--- src/rtl/burst_seq_pkg.sv ---
package burst_seq_pkg;
  // Offset of beat `n` of a burst that began at `base`.
  // Interleaved order flips bits of the base; linear order adds with wrap.
  function automatic logic [1:0] beat_offset2(input logic [1:0] base,
                                              input logic [1:0] n,
                                              input logic       ilv);
    beat_offset2 = ilv ? (base ^ n) : (base + n);
  endfunction
endpackage

--- src/rtl/burst_start_reg.sv ---
module burst_start_reg #(
  parameter int OFF_W = 2
) (
  input  logic             clk,
  input  logic             rst,
  input  logic             load_evt,
  input  logic [OFF_W-1:0] start_lo,
  output logic [OFF_W-1:0] start_q
);
  always_ff @(posedge clk) begin
    if (rst)           start_q <= '0;
    else if (load_evt) start_q <= start_lo;
  end
endmodule

--- src/rtl/burst_step_count.sv ---
module burst_step_count #(
  parameter int OFF_W = 2
) (
  input  logic             clk,
  input  logic             rst,
  input  logic             load_evt,
  input  logic             step_evt,
  output logic [OFF_W-1:0] count_q
);
  // Load beats a step; the count wraps on its own after the last beat.
  always_ff @(posedge clk) begin
    if (rst)           count_q <= '0;
    else if (load_evt) count_q <= '0;
    else if (step_evt) count_q <= count_q + 1'b1;
  end
endmodule

--- src/rtl/burst_offset_map.sv ---
module burst_offset_map #(
  parameter int OFF_W = 2
) (
  input  logic [OFF_W-1:0] start_q,
  input  logic [OFF_W-1:0] count_q,
  input  logic             order_ilv,
  output logic [OFF_W-1:0] offset
);
  generate
    if (OFF_W == 2) begin : g_pkg_fn
      always_comb offset = burst_seq_pkg::beat_offset2(start_q, count_q, order_ilv);
    end else begin : g_generic
      always_comb offset = order_ilv ? (start_q ^ count_q) : (start_q + count_q);
    end
  endgenerate
endmodule

--- src/rtl/burst_seq.sv ---
module burst_seq #(
  parameter int OFF_W = 2
) (
  input  logic             clk,
  input  logic             rst,
  input  logic             load,
  input  logic [OFF_W-1:0] start_lo,
  input  logic             step_n,
  input  logic             order_ilv,
  output logic [OFF_W-1:0] offset
);
  // Named events, visible to the bound checker.
  logic             load_evt;
  logic             step_evt;
  logic [OFF_W-1:0] start_q;
  logic [OFF_W-1:0] count_q;

  assign load_evt = load;
  assign step_evt = ~step_n & ~load;

  burst_start_reg #(.OFF_W(OFF_W)) u_start (
    .clk(clk), .rst(rst), .load_evt(load_evt), .start_lo(start_lo), .start_q(start_q)
  );

  burst_step_count #(.OFF_W(OFF_W)) u_count (
    .clk(clk), .rst(rst), .load_evt(load_evt), .step_evt(step_evt), .count_q(count_q)
  );

  burst_offset_map #(.OFF_W(OFF_W)) u_map (
    .start_q(start_q), .count_q(count_q), .order_ilv(order_ilv), .offset(offset)
  );
endmodule

--- config.mk ---
export PLATFORM = sky130hd
export DESIGN_NAME = burst_seq
export DESIGN_NICKNAME = d
export VERILOG_FILES = /design/src/rtl/burst_seq_pkg.sv /design/src/rtl/burst_start_reg.sv /design/src/rtl/burst_step_count.sv /design/src/rtl/burst_offset_map.sv /design/src/rtl/burst_seq.sv
export SDC_FILE = /design/constraint.sdc
export NUM_CORES = 1
export LEC_CHECK = 0
export ABC_AREA = 0
export BUFFER_PORTS_ARGS = -buffer_cell sky130_fd_sc_hd__buf_4
export CAP_MARGIN = 20
export CORE_AREA = 4 4 41 43
export CTS_CLUSTER_DIAMETER = 30
export CTS_CLUSTER_SIZE = 14
export DETAILED_ROUTE_END_ITERATION = 8
export DIE_AREA = 0 0 45 47
export PLACE_DENSITY = 0.34
export RECOVER_POWER = 25
export SKIP_LAST_GASP = 1
export SYNTH_ARGS = -nofsm -noshare
export SYNTH_HDL_FRONTEND = slang
export SYNTH_SLANG_ARGS = --single-unit
--- constraint.sdc ---
create_clock -name clk -period 1.56 [get_ports clk]
set_clock_uncertainty 0.2 [all_clocks]
set_input_delay 0.156 -clock clk [delete_from_list [all_inputs] [get_ports clk]]
set_output_delay 0.156 -clock clk [all_outputs]
set_load 0.01 [all_outputs]
==> flow_summary.yaml <==
grt:
  grt_first_pass_wirelength_um: 669
  antenna_found_initial: 0
  gr-total-overflow: 0
  grt_max_degree: 5
  grt_pass1_vias: 172
  track_usage_pct: 4.98
cts:
  cts_tree: "yes"
  clock_path_buffers: 2
  clkSlewWorstSetupHoldPaths_ps: 40
  cts_root_buf: "clkbuf_4"
  clock-sinks: 4
  cts_buffers: 3
  clkLatencyLatePin_ps: 240
  h-tree-depth: 1
worst_setup_path:
  critical-path-top-delay-family: "flip-flops"
  cp_num_buf_inv: 1
  worstPathCellList: "ha_2 -> nor2b_2 -> xnor2_1 -> buf_4"
  end_kind: "output pin"
  r2r_slack_ps: 560
  critPathRequiredTime_ps: 1200
  worstSetupPathType: "reg2out"
  crit_fanout: 2
  critPathMaxStageDelay_ps: 310
  worstSetupStartpointType: "flop"
  cp_data_arrival_time_ps: 1140
  critPathSlowestCell: "dfxtp_2"
final_layout:
  instances_no_fill: 47
  design_area_um2: 343
  nets: 42
  area_growth_pct: 73.4
  register_area_um2: 82.6
  fill_cells: 157
  antenna_cells: 0
  multi_input_area_um2: 123
  drive_gt1_share_pct: 56.3
timing:
  slew_viol_final: 0
  finalCritPeriodShare_pct: 95.8
  finalSetupViolCount: 0
  hold_viol: 0
  fmaxAchievable_mhz: 669
  min_period_ps: 1490
  relSlewSlack_pct: 80.7
  worst_pin_slew_ps: 289
  layout_setup_ws_ps: 65.4
flow_run:
  drv_cap: 0
pwr:
  power.density_mw_per_mm2: 855
  leakage_nw: 0.140
  total_power_mw: 0.293
  irDropWorstVdd_mv: 0.475
placed_design:
  placedCellCount: 40
  io_buffers: 8
  placed_area_um2: 277
  place_congestion: 0.669
  place_ws_ps: 287
outcome:
  outcome: "finished, final reports clean"
yosys:
  syn-cell-area_um2: 198
  avgSynthCellArea_um2: 11.6
  syn_nets: 25
  synth_cell_types: 10
  synth-seq-cells: 4
  synth-warning-count: 0
  netlist_instances: 17
  ys_seq_area_share_pct: 40.5
floorplan:
  dieHeight_um: 47
  die_w_um: 45
  design.core.area_mm2: 0.00130
  start_util_pct: 15.2
  rows: 13
  die-area_mm2: 0.00212
  io_pins: 9
drt:
  avgRoutedWirePerCell_um: 9.23
  drtPass1Iterations: 3
  drc_errors: 0
  routed_wirelength_um: 434
  vias: 165
  drtIter0Drc: 2
  vias_per_cell: 3.51
  antenna_left: 0
hold_path:
  holdCritPathClass: "in2reg"
layout by cell type (no fill, tap or decap):
cell type      synthesis  routed
nor4_2                 1       1
nor2b_2                0       1
dfxtp_2                0       2
ha_2                   0       1
clkbuf_1               0       1
nor2b_4                1       1
clkbuf_4               0       3
mux2i_1                2       2
xnor2_1                3       3
dlygate4sd3_1          0       4
nor2_1                 2       2
nor3_2                 1       1
dfxtp_1                4       2
buf_4                  0       7
and2b_2                1       1
cells in the mapped netlist, drive strengths merged:
master,instances,area share (%)
and2b,1,4.4
dfxtp,4,41
ha,1,6.3
mux2i,2,10
nor2,2,3.8
nor2b,2,10
nor3,1,5.1
nor4,1,6.3
xnor2,3,13
logic make-up (layout without fill, tap and decap cells):
kind of cell | Yosys count | count (layout) | share of synthesized area, %
adders and majority gates | 1 | 1 | 6.33
xor gates and xnor gates | 3 | 3 | 13.3
buffers and inverters | 0 | 15 | 0
DFF | 4 | 4 | 40.5
and+or+nand+nor | 7 | 7 | 29.7
muxes | 2 | 2 | 10.1
final timing paths:
path,startpoint,to,cells after the start
max,u_start.start_q[0],offset[1],4
min reg2reg,u_start.start_q[0],u_start.start_q[0],2
max reg2reg,u_count.count_q[0],u_count.count_q[1],3
min,step_n,u_count.count_q[0],3
sequential cells by signal, indices dropped and copies added, names as in the netlist:
name / cells
u_count.count_q: 2
u_start.start_q: 2
per-stage QoR:
stage,TNS (ps),utilization (%),hold WS (ps)
after CTS,0,26.1,25.2
after floorplan,0,-,25.0
after global routing,-9.65,26.3,24.4
final,0,26.3,22.3
after global placement,0,21.3,163
after detailed placement,0,21.3,165
cell type report:
type / instances / share of cell area [%]
sequential: 4 / 24.1
clock buffer: 3 / 6.57
timing repair buffer: 12 / 28.1
multi-input combinational: 13 / 35.8
tap: 15 / 5.47
power by group:
group,leakage (nW),internal (mW),switching (mW),total (mW)
clock network,0.0138,0.0862,0.0445,0.131
registers,0.0336,0.108,0.00319,0.111
logic,0.0924,0.0324,0.0185,0.0509
layer usage:
layer  vias to the layer above  share of wire, %  wire (µm)  GRT usage, %
li1                         87                 -          -             -
met1                        68                39        171          4.77
met2                        10                45        196          6.50
met3                         0                15         65          4.98
met4                         0                 0          0          3.51
met5                         -                 0          0             0
worst register-to-register path, stage by stage, from the launching register on:
cell and delay, ps:
dfxtp_2 330, nor2b_4 160, xnor2_1 140, nor3_2 50
repair_timing:
action / CTS / global route
buffers inserted: 0 / 0
endpoints found under the setup margin: 0 / 1
endpoints found under the hold margin: 4 / 0
hold buffers: 4 / 0
resized for setup: 0 / 4
Power figures use the tool's default switching activity.
